$ cat config.mk
export PLATFORM = sky130hd
export DESIGN_NAME = rx_len_err_counter
export DESIGN_NICKNAME = d
export VERILOG_FILES = /design/src/rtl/rlec_pkg.sv /design/src/rtl/rlec_len_check.sv /design/src/rtl/rlec_sat_counter.sv /design/src/rtl/rx_len_err_counter.sv
export SDC_FILE = /design/constraint.sdc
export NUM_CORES = 1
export LEC_CHECK = 0
export ABC_CLOCK_PERIOD_IN_PS = 2650
export BUFFER_PORTS_ARGS = -buffer_cell sky130_fd_sc_hd__buf_2
export CORE_ASPECT_RATIO = 0.8
export CORE_MARGIN = 2
export CORE_UTILIZATION = 30
export DETAILED_ROUTE_END_ITERATION = 12
export SLEW_MARGIN = 20
export SYNTH_ARGS = -nofsm -noshare
export SYNTH_HDL_FRONTEND = slang
export SYNTH_SLANG_ARGS = --single-unit
$ cat constraint.sdc
create_clock -name clk -period 2.65 [get_ports clk]
set_clock_uncertainty 0.05 [all_clocks]
set_input_delay 0.265 -clock clk [delete_from_list [all_inputs] [get_ports clk]]
set_output_delay 0.265 -clock clk [all_outputs]
set_load 0.02 [all_outputs]
$ cat src/rtl/rlec_pkg.sv
package rlec_pkg;
  typedef struct packed {
    logic is_short;
    logic is_long;
  } len_class_t;
endpackage

$ cat src/rtl/rlec_len_check.sv
module rlec_len_check #(
  parameter int LEN_W   = 16,
  parameter int MIN_LEN = 64,
  parameter int STD_MAX = 1522,
  parameter int JUM_MAX = 16384
) (
  input  logic [LEN_W-1:0]     len,
  input  logic                 long_en,
  output rlec_pkg::len_class_t cls
);
  localparam logic [LEN_W-1:0] MIN_L = LEN_W'(MIN_LEN);
  localparam logic [LEN_W-1:0] STD_L = LEN_W'(STD_MAX);
  localparam logic [LEN_W-1:0] JUM_L = LEN_W'(JUM_MAX);

  logic [LEN_W-1:0] upper;

  always_comb begin
    upper        = long_en ? JUM_L : STD_L;
    cls.is_short = (len < MIN_L);
    cls.is_long  = (len > upper);
  end
endmodule

$ cat src/rtl/rlec_sat_counter.sv
module rlec_sat_counter #(
  parameter int CNT_W = 32
) (
  input  logic             clk,
  input  logic             rst_n,
  input  logic             inc,
  input  logic             clr,
  output logic [CNT_W-1:0] cnt
);
  localparam logic [CNT_W-1:0] FULL = '1;
  localparam logic [CNT_W-1:0] ONE  = CNT_W'(1);

  always_ff @(posedge clk) begin
    if (!rst_n)
      cnt <= '0;
    else if (clr)
      cnt <= inc ? ONE : '0;
    else if (inc && cnt != FULL)
      cnt <= cnt + ONE;
  end

  AST_READ_CLEARS: assert property (@(posedge clk) disable iff (!rst_n)
    clr && !inc |=> cnt == '0);
  AST_READ_KEEPS_INC: assert property (@(posedge clk) disable iff (!rst_n)
    clr && inc |=> cnt == ONE);
  AST_SAT_HOLD: assert property (@(posedge clk) disable iff (!rst_n)
    !clr && cnt == FULL |=> cnt == FULL);
  AST_STEP_ONE: assert property (@(posedge clk) disable iff (!rst_n)
    !clr && inc && cnt != FULL |=> cnt == $past(cnt) + ONE);
endmodule

$ cat src/rtl/rx_len_err_counter.sv
module rx_len_err_counter #(
  parameter int LEN_W   = 16,
  parameter int CNT_W   = 32,
  parameter int MIN_LEN = 64,
  parameter int STD_MAX = 1522,
  parameter int JUM_MAX = 16384
) (
  input  logic             clk,
  input  logic             rst_n,
  input  logic             frm_valid,
  input  logic [LEN_W-1:0] frm_len,
  input  logic             frm_filt_pass,
  input  logic             long_frm_en,
  input  logic             stat_rd,
  output logic [CNT_W-1:0] stat_rdata,
  output logic             flag_short,
  output logic             flag_long
);
  rlec_pkg::len_class_t cls;
  logic                 bad_len;
  logic                 count_it;

  rlec_len_check #(
    .LEN_W(LEN_W), .MIN_LEN(MIN_LEN), .STD_MAX(STD_MAX), .JUM_MAX(JUM_MAX)
  ) u_check (
    .len(frm_len), .long_en(long_frm_en), .cls(cls)
  );

  assign bad_len  = cls.is_short | cls.is_long;
  assign count_it = frm_valid & frm_filt_pass & bad_len;

  rlec_sat_counter #(.CNT_W(CNT_W)) u_cnt (
    .clk(clk), .rst_n(rst_n), .inc(count_it), .clr(stat_rd), .cnt(stat_rdata)
  );

  always_ff @(posedge clk) begin
    if (!rst_n) begin
      flag_short <= 1'b0;
      flag_long  <= 1'b0;
    end else begin
      flag_short <= frm_valid & cls.is_short;
      flag_long  <= frm_valid & cls.is_long;
    end
  end

  AST_FILTER_GATE: assert property (@(posedge clk) disable iff (!rst_n)
    !stat_rd && !(frm_valid && frm_filt_pass) |=> $stable(stat_rdata));
  AST_FLAGS_IDLE: assert property (@(posedge clk) disable iff (!rst_n)
    !frm_valid |=> !flag_short && !flag_long);
  AST_SHORT_MIN: assert property (@(posedge clk) disable iff (!rst_n)
    frm_valid && frm_len < LEN_W'(MIN_LEN) |=> flag_short && !flag_long);
  AST_LONG_STD: assert property (@(posedge clk) disable iff (!rst_n)
    frm_valid && !long_frm_en && frm_len > LEN_W'(STD_MAX) |=> flag_long);
  AST_LONG_JUMBO: assert property (@(posedge clk) disable iff (!rst_n)
    frm_valid && long_frm_en && frm_len <= LEN_W'(JUM_MAX)
      && frm_len >= LEN_W'(MIN_LEN) |=> !flag_long && !flag_short);
endmodule

Word level (Yosys, flattened, before mapping)

Index checks and enable logic that the tools add are counted.

Output and inout bits: 34
Bits in registers: 34
Logic and storage cells: 18

Mux-type cells: 4
Reduce and logical (&&, ||, !) cells: 2
Order comparisons: 2
Add/subtract/negate cells: 1
Bitwise gates (word level): 5
Equality and inequality tests: 1

Operator list:

| operator                                                               | number |
|---|---|
| 32-bit two-way mux                                                     | 2 |
| 32-bit by 1-bit adder with 32-bit output (second input constant)       | 1 |
| 32-bit != test (second input constant)                                 | 1 |
| 16-bit greater-than comparator                                         | 1 |
| 16-bit by 7-bit < comparator with 1-bit output (second input constant) | 1 |
| 15-bit two-way mux                                                     | 1 |
| 1-bit AND                                                              | 4 |
| 2-bit nonzero test                                                     | 1 |
| 1-bit logical AND                                                      | 1 |
| 1-bit two-way mux                                                      | 1 |
| 1-bit OR                                                               | 1 |

Depth between registers and ports, before layout

Gate-level depths: netlist (run 1).

Depth in word-level cells: 7
Mapped depth: 10
Mapped depth without buffers: 8

Modules after synthesis

A second synthesis (run 1) with hierarchy kept.

Cells, all modules: 242
Area, all modules: 2024.4 um^2

By module, submodules not included:

| module             | cells an instance | instances | area an instance (um^2) |
|---|---|---|---|
| rlec_sat_counter   | 208               | 1         | 1731.7 |
| rlec_len_check     | 29                | 1         | 229.0 |
| rx_len_err_counter | 5                 | 1         | 63.8 |

Worst setup path after synthesis (run 1)

OpenSTA, ideal clock, no wires.

Path kind: reg2reg
From: register u_cnt.cnt[0]
To: register u_cnt.cnt[25]
Required time: 2541 ps
Data arrival time: 2125 ps
Stages on the path, launching flop included: 9
Setup time: 59 ps
Setup slack: 415 ps
Cell sequence: dfxtp_1 > ha_1 > and4_1 > and2_1 > buf_2 > and4_1 > or3_1 > or4_1 > nand2_1

Longest elaborated chain between the ends: 3

Ends and longest elaborated chain:

| what                                                                       | line                                           | RTL |
|---|---|---|
| from (decl)                                                                | rlec_sat_counter.sv:8                          | `output logic [CNT_W-1:0] cnt` |
| from (signal assigned)                                                     | rlec_sat_counter.sv:17                         | `cnt <= inc ? ONE : '0;` |
| from (signal assigned)                                                     | rlec_sat_counter.sv:19                         | `cnt <= cnt + ONE;` |
| 32-bit by 1-bit adder with 32-bit output or 32-bit != test (tied branches) | rlec_sat_counter.sv:19, rlec_sat_counter.sv:18 |  |
| 32-bit two-way mux or 1-bit logical AND (tied branches)                    | rlec_sat_counter.sv:18                         | `else if (inc && cnt != FULL)` |
| 32-bit two-way mux or 2-bit nonzero test (tied branches)                   | n/a                                            |  |

Several ways; a longest one is shown, not always the timed one. The select of a mux whose other input is x is not followed.
A chain may end at the register's enable or synchronous reset.

Worst setup path in the final report (run 1)

Same ends and word-level chain as after synthesis.

==> flow_summary.yaml, run 1 <==
route:
  via_per_inst: 5.36
  wl_um: 5310
  detail_route.first_pass.iterations: 5
  drc: 0
  dr.first_iter.drc_count: 88
  ant_nets: 0
  vias: 2065
  routedWlPerCell_um: 13.8
die:
  core_area_um2: 6380
  fp.dieH_um: 76.7
  dieArea_um2: 7270
  row_count: 26
  start_util_pct: 31.1
  die_x_um: 94.8
  design.portCount: 56
clock_tree:
  h-tree-depth: 2
  cts_hold_buf: 0
  cts_tree: "done"
  cts_resized: 0
  cts.sinks: 34
  cts_max_path_buffers: 2
  clk_pin_slew_ps: 70
  cts_buffers: 5
  root_buffer: "clkbuf_8"
  clock_latency_ps: 290
  post-cts-setup-buffers: 0
global_route:
  grt_max_degree: 59
  grt_pass1_vias: 1912
  grt_busiest_layer: "met2"
  grt_pass1_wl_um: 9090
  met1_usage_pct: 21.3
  antenna_found_initial: 0
  grt.total_usage_pct: 15.5
  met2_usage_pct: 23.5
  gr-total-overflow: 0
  use_met3_pct: 3.54
yosys:
  syn_area_um2: 1980
  synth_top_cell_area_share_pct: 34.4
  synth_seq_cells: 34
  synthArstFlopShare_pct: 0
  yosysUniqueCellTypes: 35
  netlist_top_cells_area: "dfxtp_1 34%, a21oi_1 7.1%, or3_1 6.0%, o21ai_0 5.8%, ha_1 5.7%"
  synth_enable_flop_cells: 0
  ys_seq_area_share_pct: 34.4
  synth_area_per_cell_um2: 8.08
  netlist_instances: 245
  yosys_warnings: 0
  ys_top_cells_by_count: "34 x dfxtp_1, 28 x a21oi_1, 23 x o21ai_0, 22 x nand3_1, 19 x or3_1"
  ys.flop_type: "dfxtp_1"
  yosysMostFrequentCell: "dfxtp_1"
  synth_nets: 276
  synth_top_cell_by_area: "dfxtp_1"
job:
  cap_violations: 0
worst_setup_path:
  r2r_start: "u_cnt.cnt[0]"
  cp_max_fo: 9
  cp.arrival_ps: 2580
  worst_setup_path_start_kind: "flip-flop"
  critPathKind: "flip-flop to flip-flop"
  rrSetupSlack_ps: 260
  timing.rr.end: "u_cnt.cnt[25]"
  critical_path_required_ps: 2840
  cp-end-kind: "flip-flop"
  worstRegToRegCells: 7
timing:
  period_share_pct: 90.3
  maxSlewViolCount: 0
  hold_viol_final: 0
  rsz0062_at_grt: "false"
  slew_headroom_pct: 60.1
  tightest_slew_ps: 596
  fmax_mhz: 418
  fin_crit_ps: 2390
  setup_viol: 0
  tns_ps: 0
cells_and_area:
  seqCellArea_um2: 681
  syn_to_final_growth_pct: 23.6
  multi_input_area_um2: 1220
  antenna_cells: 0
  layout.nets: 331
  drive_gt1_share_pct: 23.9
  postLayoutCellArea_um2: 2450
  fillers: 706
worst_hold_path:
  hold_class: "input port to flip-flop"
  hp-start: "frm_valid"
  min_path_cells: 3
  hold_path_end: "flag_long"
pwr:
  p_leak_nw: 0.981
  switching_power_mw: 0.253
  powerDensity_nw_per_um2: 414
  pwr-share-comb_pct: 9.2
  ir_worst_vdd_v: 0.000176
  power.share.switching_pct: 24.9
  seq_power_share_pct: 50.8
  clock_power_share_pct: 40.0
  p_int_mw: 0.760
placement:
  numPortBuffers: 55
  dp_hpwl_um: 3830
  gp_congestion: 0.787
  place_area_um2: 2360
status:
  outcome: "finished, final reports clean"
## cells by family (layout without fill, tap and decap cells)
group | after synthesis | in the layout | share of synthesized area [%]
AO/OA/AOI/OAI | 68 | 68 | 19.5
adder cells (fa/ha/maj) | 9 | 9 | 5.69
buffers and inverters | 17 | 73 | 4.11
flip-flops | 34 | 34 | 34.4
AND/OR/NAND/NOR | 117 | 117 | 36.4
## cells in the final DEF, fill, tap and decap left out, drive strengths merged, types with 3 or more instances in the layout
master	netlist	layout
a21oi	28	28
and2	3	3
and3	14	14
and4	6	6
buf	9	62
clkbuf	5	7
dfxtp	34	34
ha	9	9
inv	3	3
nand2	14	14
nand3	22	22
nand4	14	14
nor2	6	6
o211ai	5	5
o21ai	23	23
o31ai	4	4
or3	19	19
or4	8	8
## final cells by class
cell class | count | area share (%)
multi-input combinational | 194 | 49.8
sequential | 34 | 27.8
timing repair buffer | 62 | 13.9
tap | 84 | 4.29
clock buffer | 7 | 3.53
inverter | 3 | 0.460
clock inverter | 1 | 0.204
## power groups by stage
stage | logic [mW] | registers (mW) | clock network [mW]
4_1_cts | 0.0941 | 0.514 | 0.420
5_1_grt | 0.105 | 0.514 | 0.446
3_3_place_gp | 0.0922 | 0.526 | 0
6_report | 0.0935 | 0.514 | 0.405
2_1_floorplan | 0.0504 | 0.528 | 0
3_5_place_dp | 0.0938 | 0.526 | 0
## per-stage QoR
step	power (mW)	hold slack (ps)	instances	utilization [%]	worst slack (ps)
finish	1.01	182	385	38.4	256
global route	1.07	181	385	38.4	52.0
CTS	1.03	176	385	38.4	250
detailed placement	0.620	443	377	37.0	78.4
global placement	0.618	427	377	37.0	158
floorplan	0.579	343	245	-	415
## worst max-delay path by stage
stage,startpoint,end,cells after the start
3_5_place_dp,long_frm_en,u_cnt.cnt[30],10
6_report,u_cnt.cnt[0],u_cnt.cnt[25],7
5_1_grt,u_cnt.cnt[0],u_cnt.cnt[10],8
2_1_floorplan,u_cnt.cnt[0],u_cnt.cnt[25],8
4_1_cts,u_cnt.cnt[0],u_cnt.cnt[25],7
3_3_place_gp,long_frm_en,u_cnt.cnt[30],10
## worst max-delay path, stage by stage (launching register included)
cell,delay [ps]
dfxtp_1,360
ha_1,240
and4_1,240
and2_1,260
and4_1,330
or3_1,390
or4_1,400
nand2_1,80
## registers in the layout (all words and copies together), names as in the netlist
| signal | cells |
|---|---|
| u_cnt.cnt | 32 |
| flag_long | 1 |
| flag_short | 1 |
## layer usage
metal | part of all wire, % | wire, um
met1 | 50 | 2640
met2 | 43 | 2290
met3 | 5.9 | 316
met4 | 1.1 | 59
met5 | 0 | 0
(Power assumes the default switching activity.)
==> run 2, diff against run 1 <==
- ABC_CLOCK_PERIOD_IN_PS: 2650 -> 2100
- REMOVE_ABC_BUFFERS: default -> 1
- clock period: 2.65 -> 2.1 ns (I/O delays scaled with it)
==> run 2 against run 1 <==
Net effect: clock-buffer cell count down 1; sequential share of layout area down 5.8 points; cell count up 12%; combinational power up 110%; clock power up 57%; sequential power up 26%; highest routed layer unchanged.
==> flow_summary.yaml, run 2 (synthesis results as in run 1) <==
worst_hold_path:
  hold_path_end: "flag_long"
  hp-start: "frm_valid"
  min_path_cells: 3
  hold_class: "input port to flip-flop"
timing:
  period_share_pct: 97.9
  tightest_slew_ps: 624
  fmax_mhz: 487
  rsz0062_at_grt: "true"
  hold_viol_final: 0
  fin_crit_ps: 2050
  setup_viol: 0
  whs_ps: 122
  slew_headroom_pct: 58.3
  maxSlewViolCount: 0
cells_and_area:
  fillers: 599
  antenna_cells: 0
  layout_common_cells: "54 x buf_2, 45 x buf_4, 21 x dfxtp_1, 20 x a21oi_1"
  largestRegisters: "u_cnt.cnt (32), flag_long (1), flag_short (1)"
  largest_reg_flops: 32
  layout.nets: 378
  syn_to_final_growth_pct: 60.7
  fin_util_pct: 49.9
  final_common_cell: "buf_2"
  largest-register: "u_cnt.cnt"
  postLayoutCellArea_um2: 3180
  drive_gt1_share_pct: 50.1
worst_setup_path:
  r2r_start: "u_cnt.cnt[0]"
  critPathKind: "input port to flip-flop"
  timing.rr.end: "u_cnt.cnt[25]"
  worstRegToRegCells: 8
  cp_max_fo: 7
  worst_setup_path_start_kind: "input port"
  cp.arrival_ps: 2220
  cp-end-kind: "flip-flop"
  critical_path_required_ps: 2270
  rrSetupSlack_ps: 60
die:
  dieArea_um2: 7270
  design.portCount: 56
  start_util_pct: 31.1
  fp.dieH_um: 76.7
  core_area_um2: 6380
  row_count: 26
  die_x_um: 94.8
clock_tree:
  clk_pin_slew_ps: 80
  clock_latency_ps: 290
  cts_tree: "done"
  cts_hold_buf: 0
  cts.sinks: 34
  h-tree-depth: 2
  cts_max_path_buffers: 2
  cts_buffers: 5
  root_buffer: "clkbuf_8"
global_route:
  grt_pass1_wl_um: 10100
  antenna_found_initial: 0
  grt_max_degree: 15
  grt_pass1_vias: 2076
  gr-total-overflow: 0
  grt.total_usage_pct: 17.0
pwr:
  seq_power_share_pct: 43.9
  ir_worst_vdd_v: 0.000304
  power.share.switching_pct: 24.0
  powerDensity_nw_per_um2: 463
  total_power_mw: 1.47
  pwr-share-comb_pct: 13.0
  switching_power_mw: 0.353
  p_leak_nw: 1.32
  clock_power_share_pct: 43.1
  p_int_mw: 1.12
route:
  via_per_inst: 5.33
  drc: 0
  dr.first_iter.drc_count: 118
  vias: 2298
  wl_um: 6380
  detail_route.first_pass.iterations: 4
  routedWlPerCell_um: 14.8
  ant_nets: 0
status:
  outcome: "finished, final reports clean"
placement:
  place_area_um2: 2670
  numPortBuffers: 55
  dp_hpwl_um: 4270
  gp_congestion: 0.819
job:
  cap_violations: 0
-- run 2: worst max-delay path: stages --
cell      delay [ps]
buf_8            120
ha_1             310
nand4_1          130
o221ai_2         240
nand3_2          130
a31o_4           290
buf_12           150
or4_4            510
a21oi_2          130
-- run 2: area by class of cell --
cell class	instances	area, um^2	area share (%)
clock buffer	6	82.6	2.59
tap	84	105	3.30
multi-input combinational	194	1450	45.4
inverter	3	13.8	0.432
timing repair buffer	109	803	25.2
sequential	34	702	22.1
clock inverter	1	30.0	0.943
-- run 2: how the worst max path moves through the flow --
stage                             from       endpoint  cells after the start
final                      long_frm_en  u_cnt.cnt[30]                      9
after global routing      u_cnt.cnt[1]   u_cnt.cnt[3]                     10
after CTS                  long_frm_en  u_cnt.cnt[30]                     11
after floorplan            long_frm_en  u_cnt.cnt[30]                      8
after global placement     long_frm_en  u_cnt.cnt[16]                     12
after detailed placement   long_frm_en  u_cnt.cnt[16]                     12
-- run 2: metal layers --
metal / global-route usage (%) / vias up / share of wire, %
li1: - / 1164 / -
met1: 25.3 / 1085 / 50
met2: 24.8 / 42 / 45
met3: 2.95 / 7 / 3.7
met4: 5.51 / 0 / 1.2
met5: 0 / - / 0
-- run 2: per-stage QoR --
step / cells / TNS [ps] / setup slack (ps)
detailed placement: 414 / -9930 / -434
floorplan: 231 / -9080 / -309
CTS: 425 / 0 / 16.3
global route: 431 / -359 / -63.5
global placement: 414 / -10090 / -445
finish: 431 / 0 / 45.1
-- run 2: what timing repair did --
item | CTS | global route
pin swaps | 7 | 31
gates resized for setup | 10 | 67
cloned | 2 | 1
endpoints found under the hold margin | 0 | 0
setup endpoints to repair | 24 | 30
buffers inserted | 2 | 7
-- run 2: power by group through the flow --
stage | clock [mW] | sequential, mW | combinational [mW]
after global routing | 0.669 | 0.646 | 0.208
after floorplan | 0 | 0.667 | 0.0553
final | 0.635 | 0.646 | 0.192
after CTS | 0.634 | 0.648 | 0.161
after global placement | 0 | 0.663 | 0.142
after detailed placement | 0 | 0.663 | 0.145
==> run 3, diff against run 2 <==
- ABC_AREA: default -> 1
==> run 3 against run 2 <==
Net effect: sequential power rose by 8.5%; area after synthesis up 34%; first-iteration DRC count rose by 87%; critical path depth up 2; routed wire length is 30% higher; clock-buffer cell count grew 1; global-route usage rose by 1.4 points.
==> flow_summary.yaml, run 3 <==
status:
  outcome: "finished, final reports clean"
cells_and_area:
  layout_common_cells: "106 x nand2_1, 66 x nor2_1, 62 x inv_1, 55 x buf_2, 34 x dfxtp_1"
  antenna_cells: 0
  fin_util_pct: 37.8
  largest_reg_flops: 32
  final_common_cell: "nand2_1"
  largest-register: "u_cnt.cnt"
  largestRegisters: "u_cnt.cnt (32), flag_long (1), flag_short (1)"
  syn_to_final_growth_pct: 21.8
  layout.nets: 535
  drive_gt1_share_pct: 21.6
  stdcell_count: 617
route:
  detail_route.first_pass.iterations: 5
  via_per_inst: 4.79
  routedWlPerCell_um: 13.4
  vias: 2954
  ant_nets: 0
  dr.first_iter.drc_count: 221
  drc: 0
  wl_um: 8270
yosys:
  synthArstFlopShare_pct: 0
  synth_top_cell_by_area: "dfxtp_1"
  netlist_instances: 434
  yosysUniqueCellTypes: 33
  yosys_warnings: 0
  synth_area_per_cell_um2: 6.13
  ys_top_cells_by_count: "106 x nand2_1, 66 x nor2_1, 62 x inv_1, 34 x dfxtp_1, 33 x nand3_1"
  synth_seq_cells: 34
  syn_area_um2: 2660
  ys.flop_type: "dfxtp_1"
  synth_top_cell_area_share_pct: 25.6
  synth_enable_flop_cells: 0
  ys_seq_area_share_pct: 25.6
  yosysMostFrequentCell: "nand2_1"
  netlist_top_cells_area: "dfxtp_1 26%, nand2_1 15%, nor2_1 9.3%, inv_1 8.8%, nand3_1 6.2%"
pwr:
  p_int_mw: 1.03
  p_leak_nw: 1.56
  seq_power_share_pct: 46.9
  powerDensity_nw_per_um2: 461
  ir_worst_vdd_v: 0.000230
  power.share.switching_pct: 30.9
  clock_power_share_pct: 34.5
  switching_power_mw: 0.461
  pwr-share-comb_pct: 18.5
die:
  row_count: 30
  design.portCount: 56
  fp.dieH_um: 88.2
  start_util_pct: 31.1
  die_x_um: 109
  dieArea_um2: 9640
  core_area_um2: 8560
clock_tree:
  root_buffer: "clkbuf_8"
  cts_buffers: 5
  cts_tree: "done"
  cts_max_path_buffers: 2
  cts.sinks: 34
  clk_pin_slew_ps: 70
  h-tree-depth: 2
  clock_latency_ps: 290
  post-cts-setup-buffers: 0
timing:
  period_share_pct: 89.6
  fin_crit_ps: 1880
  tightest_slew_ps: 326
  setup_viol: 0
  hold_viol_final: 0
  maxSlewViolCount: 0
  fmax_mhz: 532
  slew_headroom_pct: 78.1
  rsz0062_at_grt: "false"
global_route:
  antenna_found_initial: 0
  grt_max_degree: 14
  gr-total-overflow: 0
  grt_pass1_vias: 2741
  grt_pass1_wl_um: 13800
  grt.total_usage_pct: 18.5
placement:
  numPortBuffers: 55
  dp.cells: 609
  dp_hpwl_um: 6700
  gp_congestion: 0.962
worst_setup_path:
  critical_path_required_ps: 2230
  cp-startpoint: "u_cnt.cnt[0]"
  cp.arrival_ps: 2020
  r2r_start: "u_cnt.cnt[0]"
  worstRegToRegCells: 11
  cp_max_fo: 9
  timing.rr.end: "u_cnt.cnt[27]"
  endpoint: "u_cnt.cnt[27]"
  cp-end-kind: "flip-flop"
  worst_setup_path_start_kind: "flip-flop"
  critPathKind: "flip-flop to flip-flop"
  rrSetupSlack_ps: 220
worst_hold_path:
  hold_class: "input port to flip-flop"
  hp-start: "frm_valid"
job:
  cap_violations: 0
-- run 3: cell type report --
cell class,count,area (um^2)
Clock buffer,7,86.3
Clock inverter,1,5.00
Fill cell,965,5320
Inverter,68,255
Multi-Input combinational cell,324,1680
Sequential cell,34,681
Tap cell,112,140
Timing Repair Buffer,71,395
-- run 3: cell families (layout without fill, tap and decap cells) --
group	count (synthesis)	in the layout	share of synthesized area, %
compound gates	43	43	8.24
xor+xnor	13	13	4.28
fa+ha+maj	9	9	4.24
buf+inv	76	147	12.1
flops	34	34	25.6
simple gates	259	259	45.5
-- run 3: metrics by stage --
step	setup slack, ps	area (um^2)	total power, mW	hold WS, ps	TNS (ps)
after floorplan	102	2590	0.867	263	0
final	219	3240	1.49	129	0
after detailed placement	-29.7	3130	0.991	441	-104
after global routing	0.536	3240	1.58	142	0
after CTS	191	3220	1.51	127	0
after global placement	52.0	3130	0.987	436	0
-- run 3: how the worst min path moves through the flow --
stage                    to  slack [ps]  depth (start not counted)
2_1_floorplan  u_cnt.cnt[0]         260                          2
6_report          flag_long         130                          3
3_5_place_dp     flag_short         440                          3
3_3_place_gp     flag_short         440                          3
5_1_grt           flag_long         140                          3
4_1_cts          flag_short         130                          3
-- run 3: timing repair --
item / CTS / global route
resized for setup: 0 / 4
hold buffers: 0 / 0
endpoints found under the hold margin: 0 / 0
setup endpoints to repair: 0 / 4
-- run 3: critical path: stages (launching register included) --
cell     delay [ps]
dfxtp_1         340
ha_1            230
nand3_1         140
inv_2           100
nand2_4          80
nor2_4          140
nand2_2         110
nand3_4         140
nand2_4          60
buf_4           170
o21ai_1         150
inv_1            50
-- run 3: power by group through the flow --
| stage | Sequential (mW) | Clock [mW] | Combinational, mW |
|---|---|---|---|
| after floorplan | 0.739 | 0 | 0.128 |
| after global placement | 0.715 | 0 | 0.272 |
| after detailed placement | 0.715 | 0 | 0.276 |
| after CTS | 0.700 | 0.531 | 0.276 |
| after global routing | 0.704 | 0.569 | 0.310 |
| final | 0.701 | 0.516 | 0.276 |
-- run 3: layer usage --
layer	routed length (um)	GRT usage, %
met5	0	0
met4	56	4.03
met3	644	3.27
met2	3430	27.8
met1	4140	27.4
